$ cat src/rtl/lifo_pkg.sv
package lifo_pkg;
    typedef enum logic [1:0] {
        OP_HOLD = 2'd0,
        OP_PUSH = 2'd1,
        OP_POP  = 2'd2
    } stack_op_e;
endpackage

$ cat src/rtl/lifo_slot.sv
module lifo_slot
    import lifo_pkg::*;
#(
    parameter int WIDTH = 8
) (
    input  logic             clk,
    input  logic             rst,
    input  stack_op_e        op,
    input  logic [WIDTH-1:0] shallow_i,
    input  logic [WIDTH-1:0] deep_i,
    output logic [WIDTH-1:0] word_o
);
    typedef struct packed {
        logic [WIDTH-1:0] word;
    } slot_t;

    slot_t slot_d, slot_q;

    always_comb begin
        slot_d = slot_q;
        case (op)
            OP_PUSH: slot_d.word = shallow_i;
            OP_POP:  slot_d.word = deep_i;
            default: ;
        endcase
    end

    always_ff @(posedge clk) begin
        if (rst) slot_q <= '0;
        else     slot_q <= slot_d;
    end

    assign word_o = slot_q.word;

    // an idle cycle leaves this slot untouched
    assert_idle_stable_R9: assert property (@(posedge clk) disable iff (rst)
        (op == OP_HOLD) |=> (word_o == $past(word_o)));
endmodule

$ cat src/rtl/lifo_level.sv
module lifo_level
    import lifo_pkg::*;
#(
    parameter int DEPTH = 4
) (
    input  logic      clk,
    input  logic      rst,
    input  stack_op_e op,
    output logic      empty,
    output logic      full
);
    localparam int CW = $clog2(DEPTH + 1);
    localparam logic [CW-1:0] TOP_COUNT = CW'(DEPTH);

    typedef struct packed {
        logic [CW-1:0] count;
    } level_t;

    level_t lvl_d, lvl_q;

    always_comb begin
        lvl_d = lvl_q;
        case (op)
            OP_PUSH: if (lvl_q.count != TOP_COUNT) lvl_d.count = lvl_q.count + 1'b1;
            OP_POP:  lvl_d.count = lvl_q.count - 1'b1;
            default: ;
        endcase
    end

    always_ff @(posedge clk) begin
        if (rst) lvl_q <= '0;
        else     lvl_q <= lvl_d;
    end

    assign empty = (lvl_q.count == '0);
    assign full  = (lvl_q.count == TOP_COUNT);

    assert_count_bound_R5: assert property (@(posedge clk) disable iff (rst)
        lvl_q.count <= TOP_COUNT);
    assert_pop_drops_one_R4: assert property (@(posedge clk) disable iff (rst)
        (op == OP_POP) |=> (lvl_q.count == $past(lvl_q.count) - 1'b1));
    assert_full_push_holds_R6: assert property (@(posedge clk) disable iff (rst)
        (op == OP_PUSH && full) |=> full);
endmodule

$ cat src/rtl/lifo_shift_stack.sv
module lifo_shift_stack
    import lifo_pkg::*;
#(
    parameter int WIDTH = 8,
    parameter int DEPTH = 4
) (
    input  logic             clk,
    input  logic             rst,
    input  logic             push,
    input  logic             pop,
    input  logic [WIDTH-1:0] din,
    output logic [WIDTH-1:0] dout,
    output logic             empty,
    output logic             full
);
    stack_op_e        op;
    logic [WIDTH-1:0] words [DEPTH];

    // pop wins; a pop on an empty stack becomes a hold
    always_comb begin
        if (pop)       op = empty ? OP_HOLD : OP_POP;
        else if (push) op = OP_PUSH;
        else           op = OP_HOLD;
    end

    for (genvar i = 0; i < DEPTH; i++) begin : g_slot
        logic [WIDTH-1:0] shallow, deep;
        if (i == 0) begin : g_top
            assign shallow = din;
        end else begin : g_inner_s
            assign shallow = words[i-1];
        end
        if (i == DEPTH - 1) begin : g_bottom
            assign deep = '0;
        end else begin : g_inner_d
            assign deep = words[i+1];
        end
        lifo_slot #(.WIDTH(WIDTH)) u_slot (
            .clk(clk), .rst(rst), .op(op),
            .shallow_i(shallow), .deep_i(deep), .word_o(words[i])
        );
    end

    lifo_level #(.DEPTH(DEPTH)) u_level (
        .clk(clk), .rst(rst), .op(op), .empty(empty), .full(full)
    );

    assign dout = words[0];

    assert_push_shows_R2: assert property (@(posedge clk) disable iff (rst)
        (push && !pop) |=> (dout == $past(din)));
    assert_pop_wins_R3: assert property (@(posedge clk) disable iff (rst)
        (push && pop && !empty) |=> (dout == $past(words[1])));
    assert_empty_pop_R7: assert property (@(posedge clk) disable iff (rst)
        (pop && empty) |=> (empty && dout == $past(dout)));
    assert_empty_zero_R8: assert property (@(posedge clk) disable iff (rst)
        empty |-> (dout == '0));
endmodule

$ cat config.mk
export PLATFORM = sky130hd
export DESIGN_NAME = lifo_shift_stack
export DESIGN_NICKNAME = d
export VERILOG_FILES = /design/src/rtl/lifo_pkg.sv /design/src/rtl/lifo_slot.sv /design/src/rtl/lifo_level.sv /design/src/rtl/lifo_shift_stack.sv
export SDC_FILE = /design/constraint.sdc
export NUM_CORES = 1
export LEC_CHECK = 0
export ABC_AREA = 1
export BUFFER_PORTS_ARGS = -buffer_cell sky130_fd_sc_hd__buf_2
export CAP_MARGIN = 0
export CORE_ASPECT_RATIO = 2
export CORE_UTILIZATION = 38
export CTS_BUF_LIST = sky130_fd_sc_hd__clkbuf_8
export DETAILED_ROUTE_END_ITERATION = 16
export SYNTH_ARGS = -nofsm -noshare
export SYNTH_HDL_FRONTEND = slang
export SYNTH_SLANG_ARGS = --single-unit
export TNS_END_PERCENT = 1
$ cat constraint.sdc
create_clock -name clk -period 2.7 [get_ports clk]
set_input_delay 0 -clock clk [delete_from_list [all_inputs] [get_ports clk]]
set_output_delay 0 -clock clk [all_outputs]
set_load 0.05 [all_outputs]
==> results of run 1 <==
metrics by stage:
step / instance area (sq um) / power (mW) / instances / hold slack, ns
2_1_floorplan: 1720 / 0.907 / 201 / 0.169
3_3_place_gp: 1740 / 0.909 / 258 / 0.282
6_report: 1900 / 1.27 / 273 / -0.00180
5_1_grt: 1900 / 1.33 / 273 / 0.00811
4_1_cts: 1900 / 1.29 / 273 / 0.00297
3_5_place_dp: 1740 / 0.910 / 258 / 0.281
cell usage in the layout (no fill, tap or decap):
cell type       n
nor2_1          3
a21oi_1        11
nand3_2        20
clkinv_2        1
xnor2_1         1
o21ai_1         1
clkbuf_8        5
nand2_4         1
nor2_4          1
buf_2          21
nand3_1        38
dfxtp_1        35
inv_4           1
ha_1            1
inv_1           7
nand2_1        37
a31oi_1        24
o21ai_0         1
nand2_2         1
nand2_8         1
dlygate4sd3_1   7
nor2_8          1
sequential cells by signal, indices dropped and copies added (netlist names):
register	count
g_slot.u_slot.word_o	32
u_level.lvl_q	3
timing repair:
item                       in CTS  in global routing
hold endpoints to repair        7                  0
setup endpoints to repair       0                  0
hold buffers                    7                  0
logic make-up (layout without fill, tap and decap cells):
logic type | after synthesis | count (layout)
fa+ha+maj | 1 | 1
flops | 35 | 35
compound gates | 37 | 37
buf+inv | 24 | 42
xor+xnor | 1 | 1
simple gates | 103 | 103
final cells by class:
cell class,instances,share of cell area
clock buffers,5,0.0363
clock inverters,3,0.00660
inverters,6,0.0132
well taps,54,0.0356
repair buffers,28,0.0924
flip-flops and latches,35,0.370
multi-input cells,142,0.446
power groups by stage:
stage               logic, mW  clock network [mW]  registers, mW
floorplan               0.317                   0          0.590
global placement        0.338                   0          0.571
detailed placement      0.338                   0          0.572
CTS                     0.346               0.381          0.560
global route            0.374               0.393          0.564
finish                  0.344               0.366          0.560
critical path, cell delays in order, from the launching register on:
cell     delay, ns
dfxtp_1       0.43
nor2_4        0.07
nand2_4       0.26
nand2_8       0.26
xnor2_1       0.21
ha_1          0.20
nor2_1        0.09
nand3_1       0.08
nand2_1       0.12
nand3_1       0.07
nand2_1       0.06
nor2_1        0.04
final timing paths:
path	from	to	slack, ns	depth (start not counted)
max	u_level.lvl_q[0]$_SDFFE_PP0P_	u_level.lvl_q[2]$_SDFFE_PP0P_	0.69	11
min	din[6]	g_slot[0].u_slot.word_o[6]$_SDFFE_PP0P_	-0.002	3
max reg2reg	u_level.lvl_q[0]$_SDFFE_PP0P_	u_level.lvl_q[2]$_SDFFE_PP0P_	0.69	11
min reg2reg	g_slot[3].u_slot.word_o[5]$_SDFFE_PP0P_	g_slot[3].u_slot.word_o[5]$_SDFFE_PP0P_	0.48	2
per-layer routing:
| metal | vias up | GRT usage | share of wire | wire (microns) |
|---|---|---|---|---|
| met5 | - | 0 | 0 | 0 |
| met4 | 0 | 0.108 | 0.026 | 95 |
| met3 | 7 | 0.0282 | 0.038 | 137 |
| met2 | 37 | 0.267 | 0.49 | 1760 |
| met1 | 682 | 0.190 | 0.44 | 1590 |
| li1 | 737 | - | - | - |
==> results.txt, run 1 <==
Summed over all layers, the routed wires come to 3.59 mm. The fraction of post-synthesis cell area in the top cell type by area is 0.408. The clock skew after layout is between 0.004 and 0.005 ns. The count of buffers inserted at the top-level ports came out at 21. The sequential cell area came out at 701 sq um. The sum of negative setup slack came out at 0 ns. The HPWL after detailed placement is 2.06 mm. A synthesized cell averages 8.55 sq um. In the synthesized netlist the async set-or-reset flop fraction comes to 0. The checks that failed: hold timing. The final global-route overflow total is 0. The basic-gate share of the synthesized area counting and, or, nand and nor cells came out at 0.354. The total of fill cells in the finished design came out at ~470. The switching power summed over all nets is 0.475 mW. The floorplan has 34 rows. The initial antenna violation count was 0. The post-layout minimum cycle time came out at 2.01 ns. For this configuration, the core starts out at a cell density of 0.396. The power density of the placed cells is 670 nW/um^2. The CTS clock-pin slew for the worst setup and hold paths is 0.07 ns. The share of the clock period used by the worst path came out at 0.745. The worst setup timing slack at the placement stage is 0.702 ns. The share of synthesized area spent on multiplexers came out at 0. The internal portion of total power came out at 0.795 mW. The final critical-path setup slack is 0.688 ns.

The net switching fraction of the power is 0.374. The flow ran to the end, but the final reports show violations. The count of endpoints failing hold in the final timing report is 1. The maximum level of the CTS H-tree came out at 2. After detailed routing, the average wire length per cell comes to 13.1 microns. Summing over every cut layer, the via total after detailed routing is about 1500. Ranked by total cell area, the synthesized netlist is headed by dfxtp_1 41%, nand3_2 12%, nand3_1 11%, a31oi_1 8.7%, nand2_1 8.1%. The vertical die dimension came out at 97.1 microns. The number of warnings printed during yosys synthesis is 0. The post-layout utilization of the core came out at 0.437.

CTS saw 35 sinks. From synthesis to final layout, the design area changed by 10.3%. After floorplanning, the core was sized to cover between 4000 and 5000 sq um. Of the cells placed in the final design, the portion with a size suffix greater than 1 is 0.242. Of the total power, registers draw 0.441. The global placer's final weighted congestion is 0.769. The number of global-route vias before repair is 1335. The kind of start point of the critical path is a register. For the worst setup path, the data required time is just under 3 ns. The synthesized netlist cell count is roughly 200.

By instance count, the leading cell after synthesis is nand3_1. The cell taking the most area after synthesis is dfxtp_1. The combinational share of power came out at 0.271.

The adder-cell share of the synthesized area came out at 0.00728. The pin slew with the least headroom to its limit came out at 0.645 ns. Sorting the synthesized cells by how often they occur yields 38 x nand3_1, 37 x nand2_1, 35 x dfxtp_1, 24 x a31oi_1, 20 x nand3_2.

The part of the total power dissipated in the clock network came out at 0.288. The path class of the tightest hold or removal check is input port to register. Final hold analysis gives a worst-case slack of -0.00180 ns.

0 antenna diodes ended up in the layout. Of the synthesized area, sequential elements account for 0.408. Of the total synthesized cell area, the portion taken by XOR and XNOR cells is 0.00509.

The first global-routing pass estimated 6.11 mm of wire. The area of the die came out at between 4000 and 5000 sq um. Across every metal layer, demand over resource in global routing totals 0.164.

The clock tree from TritonCTS is yes. The largest voltage drop on the vdd net came out at 0.332 mV. The number of nets still failing antenna checks after routing came out at 0. The number of search-and-repair iterations in the first detailed-routing pass is 4. The flip-flop cell with the highest count after synthesis is dfxtp_1.

Yosys mapped a number of flops with a built-in enable equal to 0. The achievable clock frequency came out at 497 MHz. The fraction of the mapped netlist area in compound gates is 0.125. The floorplan die width came out at 49.6 microns. The maximum number of pins on one net before global-route repair is 37. The final-report setup violation count came out at 0. The netlist area before placement is 1720 sq um.

The flop and latch count out of synthesis is 35. Buffers added to address setup during post-CTS repair amount to 0. The leakage power of the design is ~0.64 nW. The detail-routed via count per cell is 5.36. In this run the deepest clock path goes through 2 buffers.

By area, the combinational part of the netlist is dominated by simple AND/OR/NAND/NOR gates. The maximum fanout along the worst path came out at 36. The relative slew slack is 0.570. Yosys mapped the design onto 25 distinct sky130hd cell types. The arrival time at the worst endpoint is 2.20 ns. The net count reported at finish is ~230. The number of I/O pins is 22.

The violation count after the first detailed-routing iteration is 44. The number of design rule violations left after detail routing came out at 0. The setup path with the least slack is of type register to register. The total nets after synthesis came out at 214. Setup repair after global routing left no endpoint under its margin. The tool flagged a number of max-cap violations equal to 0.

The number of instances resized during post-cts repair came out at 0. The number of buffers created by CTS came out at 5. The worst setup path is captured at a register. The number of max-slew violations in the final report is 0. The cell sitting at the root of the clock tree is a clkbuf_8. The clock latency of the later-clocked register in the worst-skew pair came out at 0.29 ns. The total area of multi-input combinational cells came out at 846 sq um.
Note: power is estimated with default switching activity, not from simulation.
==> run 2, diff against run 1 <==
--- a/config.mk
+++ b/config.mk
@@ -5,7 +5,7 @@
 export SDC_FILE = /design/constraint.sdc
 export NUM_CORES = 1
 export LEC_CHECK = 0
-export ABC_AREA = 1
+export ABC_AREA = 0
 export BUFFER_PORTS_ARGS = -buffer_cell sky130_fd_sc_hd__buf_2
 export CAP_MARGIN = 0
 export CORE_ASPECT_RATIO = 2
==> constraint.sdc (replaced) <==
create_clock -name clk -period 1.8 [get_ports clk]
set_input_delay 0 -clock clk [delete_from_list [all_inputs] [get_ports clk]]
set_output_delay 0 -clock clk [all_outputs]
set_load 0.05 [all_outputs]
==> run 2 against run 1 <==
Compared with the run above: the run now ends clean; sequential power is 44% higher; non-clock buffer count is 6 higher; critical path type unchanged; wire length shrank 2.9%; final cell count is 8.4% lower; clock power rose by 38%; largest power group unchanged.
==> results.txt, run 2 <==
Run status: finished, final reports clean (was complete, but fails checks). The global placer's final weighted congestion came out at 0.717 (was 0.769). The maximum level of the CTS H-tree came out at 2 (unchanged). The share of the clock period used by the worst path is 0.932 (was 0.745). The final routed wire length divided by cell count is 13.9 microns (was 13.1 microns). The HPWL after detailed placement was 2.28 mm (was 2.06 mm). The cell taking the most area after synthesis is dfxtp_1 (unchanged). The pin slew with the least headroom to its limit came out at 0.658 ns (was 0.645 ns).

The leakage power of the design is 0.622 nW (was 0.638 nW). The power after layout is 1.61 mW (was 1.27 mW). The signed area change from the synthesized netlist to the final layout came out at 14.2% (was 10.3%).

The average cell area after synthesis came out at 8.92 sq um (was 8.55 sq um). The number of max-slew violations in the final report is 0 (unchanged). The achievable clock frequency is 596 MHz (was 497 MHz).

The final global-route overflow total is 0 (unchanged). The number of inserted diodes came to 0 (unchanged). The clock tree from TritonCTS is yes (unchanged). The class of the tightest hold or removal check is input port to register (unchanged). The count of buffers inserted at the top-level ports was 21 (unchanged). The most common cell in the synthesized netlist is dfxtp_1 (was nand3_1). The final wirelength came out at 3.48 mm (was 3.59 mm). The type of destination of the critical path is a register (unchanged). The flop and latch count out of synthesis came out at 35 (unchanged). The clock skew after layout is 0.00314 ns (was 0.00479 ns). The number of buffers on the longest clock path came out at 2 (unchanged).

The number of warnings printed during yosys synthesis was 0 (unchanged). The number of nets still failing antenna checks after routing was 0 (unchanged). The worst setup timing slack at the placement stage came out at 0.116 ns (was 0.702 ns). The clock latency of the later-clocked register in the worst-skew pair is 0.28 ns (was 0.29 ns). The number of global-route vias before repair is 1346 (was 1335). The placed cell area is 1700 sq um (was 1740 sq um).

The number of core rows is 32 (was 34). Setup repair after global routing missed its margin: false (unchanged). The total routing usage reported by global routing is 0.182 (was 0.164).

The initial standard-cell utilization of the core came out at 0.405 (was 0.396). The count of different cell masters after synthesis came to 33 (was 25). The synthesized netlist cell count came out at 178 (was 201). The worst setup path category is register to register (unchanged). Biggest area contributors in the synthesized netlist: dfxtp_1 44%, a22oi_1 11%, a21oi_1 10%, o21ai_0 4.7%, buf_6 4.3% (was dfxtp_1 41%, nand3_2 12%, nand3_1 11%, a31oi_1 8.7%, nand2_1 8.1%). The final non-filler cell area was 1810 sq um (was 1900 sq um). The net count reported at finish is 213 (was 231).

The area inside the core boundary came to 3920 sq um (was 4340 sq um). The CTS clock-pin slew for the worst setup and hold paths is 0.06 ns (was 0.07 ns). The number of search-and-repair iterations in the first detailed-routing pass is 4 (unchanged). The post-layout minimum cycle time came out at 1.68 ns (was 2.01 ns).

The async set or reset register ratio after synthesis was 0 (unchanged). The vertical die dimension came out at 93.4 microns (was 97.1 microns). Top cell types by occurrence after synthesis: 35 x dfxtp_1, 33 x a21oi_1, 24 x a22oi_1, 15 x o21ai_0, 11 x o21ai_1 (was 38 x nand3_1, 37 x nand2_1, 35 x dfxtp_1, 24 x a31oi_1, 20 x nand3_2). The proportion of layout cells with a drive suffix above 1 came out at 0.201 (was 0.242).

The initial antenna violation count came out at 0 (unchanged). The critical path required time is 1.93 ns (was 2.89 ns). The fraction of post-synthesis cell area in the top cell type by area came to 0.441 (was 0.408).

The number of synthesized flops with an enable pin came out at 0 (unchanged). The number of design rule violations left after detail routing is 0 (unchanged). The number of buffers created by CTS is 5 (unchanged). The detail-routed via count per cell is 5.70 (was 5.36). The area of the die is 4460 sq um (was 4810 sq um). The wire length of the first global-routing pass came out at 5.95 mm (was 6.11 mm). The most common cell after layout, fill and taps aside is dfxtp_1 (was nand3_1). The proportion of synthesized chip area in sequential cells came to 0.441 (was 0.408). The total clock sinks is 35 (unchanged).

The largest voltage drop on the vdd net is 0.665 mV (was 0.332 mV). The detailed-route via count came out at 1424 (was 1463). The final critical-path setup slack is 0.123 ns (was 0.688 ns). The kind of start point of the critical path is a register (unchanged). The CTS root buffer is clkbuf_8 (unchanged). The arrival time at the worst endpoint is 1.81 ns (was 2.20 ns).

The netlist area before placement is 1590 sq um (was 1720 sq um). The total of fill cells in the finished design came out at 431 (was 472). The number of I/O pins is 22 (unchanged). The count of endpoints failing hold in the final timing report came out at 0 (was 1).

The floorplan die width is 47.7 microns (was 49.6 microns). The total nets after synthesis was 191 (was 214). The violation count after the first detailed-routing iteration is 42 (was 44). The final-report setup violation count is 0 (unchanged). The maximum fanout along the worst path came to 5 (was 36). The number of instances resized during post-cts repair is 0 (unchanged). Most frequent cells in the layout: 35 x dfxtp_1, 33 x a21oi_1, 24 x a22oi_1 (was 38 x nand3_1, 37 x nand2_1, 35 x dfxtp_1). The maximum number of pins on one net before global-route repair came out at 36 (was 37). The relative slew slack is 0.561 (was 0.570). The flip-flop cell with the highest count after synthesis is dfxtp_1 (unchanged).

The flip-flop count of the largest register after layout came out at 32 (unchanged). The reported max-cap violation count is 0 (unchanged). The power density of the placed cells was 887 nW/um^2 (was 670 nW/um^2).
run 2: changes by cell type after synthesis, sizes merged, moves of 3 or more:
cell,before,now
nor2,5,2
inv,6,2
a31oi,24,1
nand3,58,8
o21ai,2,26
nand2,40,9
a22oi,0,24
a21oi,11,33
run 2: where the power goes:
part           leakage [nW]  internal [mW]  total, mW  switching [mW]
clock                0.0413          0.252      0.505           0.253
sequential            0.283          0.793      0.808          0.0152
combinational         0.297         0.0949      0.295           0.200
run 2: critical path, cell delays in order (launching register included):
cell and delay [ns]:
dfxtp_1 0.37, o31a_4 0.29, nand2_1 0.06, o21ai_0 0.08
ha_2 0.21, or3b_1 0.34, o211ai_1 0.09, a21oi_1 0.09
run 2: layout make-up:
class	count	area, sq um	share of cell area
Clock inverter	1	3.75	0.00207
Multi-Input combinational cell	122	756	0.417
Sequential cell	35	701	0.386
Clock buffer	5	68.8	0.0380
Inverter	2	7.51	0.00414
Tap cell	51	63.8	0.0352
Timing Repair Buffer	34	213	0.117
run 2: worst paths after layout:
kind	startpoint	to	slack (ns)	cells after the start
setup / recovery	u_level.lvl_q[1]$_SDFFE_PP0P_	u_level.lvl_q[2]$_SDFFE_PP0P_	0.12	7
hold / removal	din[6]	g_slot[0].u_slot.word_o[6]$_SDFFE_PP0P_	0.004	3
setup reg to reg	u_level.lvl_q[1]$_SDFFE_PP0P_	u_level.lvl_q[2]$_SDFFE_PP0P_	0.12	7
hold reg to reg	g_slot[3].u_slot.word_o[1]$_SDFFE_PP0P_	g_slot[3].u_slot.word_o[1]$_SDFFE_PP0P_	0.47	2
run 2: layer usage:
metal / up-vias / global-route usage / routed length (microns)
met5: - / 0 / 0
li1: 700 / - / -
met2: 33 / 0.282 / 1670
met1: 683 / 0.227 / 1590
met4: 0 / 0.0949 / 97
met3: 8 / 0.0347 / 122
run 2: cells by family after synthesis:
kind of cell,after synthesis,synth area share
AOI/OAI and AO/OA,93,0.362
xor gates and xnor gates,1,0.00552
adders and majority gates,1,0.00788
buffers and inverters,21,0.0859
DFF,35,0.441
and+or+nand+nor,27,0.0977
run 2: stage by stage:
step / cells / setup TNS (ns) / hold slack [ns] / util
after floorplan: 178 / -0.0745 / 0.184 / -
after global placement: 240 / 0 / 0.274 / 0.433
after detailed placement: 240 / 0 / 0.284 / 0.433
after CTS: 250 / 0 / 0.00547 / 0.462
after global routing: 250 / 0 / 0.0220 / 0.462
final: 250 / 0 / 0.00418 / 0.462
run 2: repair_timing:
action / 4_1_cts / 5_1_grt
hold buffers: 4 / 0
setup buffers: 0 / 0
hold endpoints to repair: 4 / 0
setup endpoints to repair: 0 / 0
==> run 3, diff against run 2 <==
--- a/config.mk
+++ b/config.mk
@@ -14,5 +14,6 @@
 export DETAILED_ROUTE_END_ITERATION = 16
 export SYNTH_ARGS = -nofsm -noshare
 export SYNTH_HDL_FRONTEND = slang
+export SYNTH_HIERARCHICAL = 1
 export SYNTH_SLANG_ARGS = --single-unit
 export TNS_END_PERCENT = 1
==> run 3 against run 2 <==
Compared with the run above: final cell count increased by 6.8%; final area increased by 16%; sequential share of layout area decreased by 5.2 points; via count decreased by 5.1%; first-iteration DRC count decreased by 60%; synthesized area increased by 12%; register-to-register slack got worse by 0.08 ns; global-route usage decreased by 2.0 points; setup slack got worse by 0.084 ns.
==> results.txt, run 3 <==
The count of buffers inserted at the top-level ports was 21 (unchanged). The maximum fanout along the worst path was 2 (was 5). The initial antenna violation count came to 0 (unchanged).

The placed cell area came out at 1990 sq um (was 1700 sq um). The wire length on met1 was 1.50 mm (was 1.59 mm). The filler-free cell count of the finished design came out at 267 (was 250).

Run status: finished, final reports clean (unchanged). The highest metal layer with signal wires is met4 (unchanged). The cell taking the most area after synthesis is dfxtp_1 (unchanged).

The fraction of post-synthesis cell area in the top cell type by area is 0.394 (was 0.441). The total of fill cells in the finished design is 466 (was 431). The floorplan die width was 50.4 microns (was 47.7 microns). The relative slew slack came out at 0.548 (was 0.561). The count of endpoints failing hold in the final timing report came out at 0 (unchanged). The post-layout utilization of the core came out at 0.476 (was 0.462).

The number of warnings printed during yosys synthesis came out at 6 (was 0). The final wirelength is 3.75 mm (was 3.48 mm). The number of post-CTS setup repair buffers came out at 0 (unchanged). The maximum number of pins on one net before global-route repair came out at 36 (unchanged).

The number of max-slew violations in the final report came out at 0 (unchanged). The HPWL after detailed placement is 2.83 mm (was 2.28 mm). The net count reported at finish came out at 229 (was 213). The area of the die is 4970 sq um (was 4460 sq um). The number of search-and-repair iterations in the first detailed-routing pass came out at 4 (unchanged). The leakage power of the design came out at 0.784 nW (was 0.622 nW). The achievable clock frequency is 568 MHz (was 596 MHz). The CTS root buffer is clkbuf_8 (unchanged). The area inside the core boundary is 4420 sq um (was 3920 sq um).

The flip-flop cell with the highest count after synthesis is dfxtp_1 (unchanged). The signed area change from the synthesized netlist to the final layout is 18.5% (was 14.2%). The number of inserted diodes was 0 (unchanged). The maximum level of the CTS H-tree is 2 (unchanged). Most frequent cells in the layout: 34 x nor2b_1, 32 x mux2i_1, 32 x a211oi_1, 32 x dfxtp_1, 21 x buf_2 (was 35 x dfxtp_1, 33 x a21oi_1, 24 x a22oi_1). The global placer's final weighted congestion came out at 0.745 (was 0.717). The violation count after the first detailed-routing iteration came out at 17 (was 42). The type of destination of the critical path was a register (unchanged). The final global-route overflow total is 0 (unchanged). The arrival time at the worst endpoint came out at 1.90 ns (was 1.81 ns). The proportion of synthesized chip area in sequential cells came out at 0.394 (was 0.441). The vertical die dimension is 98.7 microns (was 93.4 microns). The number of core rows is 34 (was 32). The clock tree from TritonCTS is yes (unchanged). The number of buffers on the longest clock path came out at 2 (unchanged). The clock skew after layout is 0.0122 ns (was 0.00314 ns). The final-report setup violation count is 0 (unchanged). The initial standard-cell utilization of the core is 0.402 (was 0.405). The critical path required time came out at 1.93 ns (about the same).

The kind of start point of the critical path was a register (unchanged). The met2 wire length came out at 2.12 mm (was 1.67 mm). The number of design rule violations left after detail routing came out at 0 (unchanged). The wire length of the first global-routing pass is 6.18 mm (was 5.95 mm).

The total routing usage reported by global routing came out at 0.162 (was 0.182). The flip-flop count of the largest register after layout came out at 32 (unchanged). The post-layout minimum cycle time is 1.76 ns (was 1.68 ns).

The number of global-route vias before repair came out at 1290 (was 1346). The async set or reset register ratio after synthesis is 0 (unchanged). The netlist area before placement is 1780 sq um (was 1590 sq um). The power density of the placed cells came to 1660 nW/um^2 (was 887 nW/um^2). The synthesized netlist cell count is 178 (unchanged). The most common cell in the synthesized netlist is dfxtp_1 (unchanged). The flop and latch count out of synthesis came out at 35 (unchanged).

The number of I/O pins came to 22 (unchanged). The pin slew with the least headroom to its limit came out at 0.677 ns (was 0.658 ns). The largest voltage drop on the vdd net is 0.899 mV (was 0.665 mV).

The final non-filler cell area was 2110 sq um (was 1810 sq um). The number of nets still failing antenna checks after routing came to 0 (unchanged). The CTS clock-pin slew for the worst setup and hold paths is 0.07 ns (was 0.06 ns). The number of synthesized flops with an enable pin is 0 (unchanged). The worst setup path category is register to register (unchanged). The reported max-cap violation count is 0 (unchanged). Biggest area contributors in the synthesized netlist: dfxtp_1 39%, mux2i_1 18%, a211oi_1 14%, nor2b_1 12%, ha_1 2.8% (was dfxtp_1 44%, a22oi_1 11%, a21oi_1 10%, o21ai_0 4.7%, buf_6 4.3%). The count of different cell masters after synthesis came out at 28 (was 33). The class of the tightest hold or removal check is input port to register (unchanged). The worst hold slack across all endpoints came out at 0.0485 ns (was 0.00418 ns). The share of the clock period used by the worst path came to 0.978 (was 0.932). The total length of routed met3 wires was 86 microns (was 122 microns). The average cell area after synthesis came out at 9.98 sq um (was 8.92 sq um). The sum of negative setup slack is 0 ns (unchanged). The proportion of layout cells with a drive suffix above 1 is 0.239 (was 0.201). The clock latency of the later-clocked register in the worst-skew pair came to 0.28 ns (about the same).

The number of buffers created by CTS is 5 (unchanged). The count of placed standard cells including taps is 259 (was 240). The detailed-route via count came out at 1352 (was 1424). The most common cell after layout, fill and taps aside is nor2b_1 (was dfxtp_1).

The total clock sinks is 35 (unchanged). The final routed wire length divided by cell count came out at 14.1 microns (was 13.9 microns). Top cell types by occurrence after synthesis: 35 x dfxtp_1, 34 x nor2b_1, 32 x a211oi_1, 32 x mux2i_1, 7 x inv_1 (was 35 x dfxtp_1, 33 x a21oi_1, 24 x a22oi_1, 15 x o21ai_0, 11 x o21ai_1). The detail-routed via count per cell is 5.06 (was 5.70). Setup repair after global routing missed its margin: true (was false).
==> run 3: cell count changes after synthesis, moves of 3 or more <==
cell / delta
a211oi_1: +31
a21oi_1: -32
a22oi_1: -24
buf_2: -6
clkbuf_1: -3
ha_1: +3
inv_1: +5
inv_2: +4
mux2i_1: +32
nand2_1: -8
nand3_1: -8
nor2b_1: +33
o21ai_0: -13
o21ai_1: -10
==> run 3: timing repair <==
item,4_1_cts,5_1_grt
gates resized for setup,2,5
pin swaps,0,1
hold buffers,0,0
setup endpoints to repair,1,7
==> run 3: final timing paths <==
path                                                               from                                      end  slack (ns)  cells after the start
worst max-delay path                      u_level/lvl_q[0]$_SDFFE_PP0P_            u_level/lvl_q[2]$_SDFFE_PP0P_        0.04                      7
worst max register to register            u_level/lvl_q[0]$_SDFFE_PP0P_            u_level/lvl_q[2]$_SDFFE_PP0P_        0.04                      7
worst min-delay path                                             din[3]  g_slot[0].u_slot/word_o[3]$_SDFFE_PP0P_        0.05                      3
worst min register to register  g_slot[3].u_slot/word_o[5]$_SDFFE_PP0P_  g_slot[3].u_slot/word_o[5]$_SDFFE_PP0P_        0.52                      2
==> run 3: per-layer routing <==
layer,global-route usage,vias up
met3,0.0231,4
met4,0.0598,0
met1,0.164,626
li1,-,697
met5,0,-
met2,0.315,25
==> run 3: cell type report <==
type,instances,area (sq um),share of cell area
Timing Repair Buffer,28,158,0.0749
Tap cell,54,67.6,0.0321
Sequential cell,35,704,0.335
Multi-Input combinational cell,131,1040,0.494
Clock buffer,6,82.6,0.0392
Inverter,11,41.3,0.0196
Clock inverter,2,12.5,0.00594
==> run 3: cell families after synthesis <==
family / count (synthesis) / synth area share
AND/OR/NAND/NOR: 45 / 0.159
AO/OA/AOI/OAI: 41 / 0.168
flip-flops: 35 / 0.394
multiplexers: 32 / 0.180
buffers and inverters: 19 / 0.0570
adder cells (fa/ha/maj): 5 / 0.0394
other: 1 / 0.00211
==> run 3: where the power goes <==
group / total, mW / internal, mW / leakage [nW] / switching (mW)
clock network: 0.590 / 0.308 / 0.0526 / 0.282
logic: 1.66 / 0.700 / 0.442 / 0.965
registers: 1.24 / 1.04 / 0.290 / 0.192
==> run 3: worst max-delay path: stages, from the launching register on <==
cell and delay, ns:
dfxtp_2 0.35, nor3_4 0.05, nor2b_4 0.10, nand2b_1 0.09
fa_2 0.35, or3b_4 0.42, o22ai_2 0.19, a311oi_2 0.06
==> run 3: metrics by stage <==
step | power (mW) | setup WS, ns
global placement | 2.87 | -0.0158
CTS | 3.51 | 0.0246
floorplan | 2.53 | -0.213
finish | 3.49 | 0.0388
global route | 3.72 | -0.0538
detailed placement | 2.90 | -0.0532
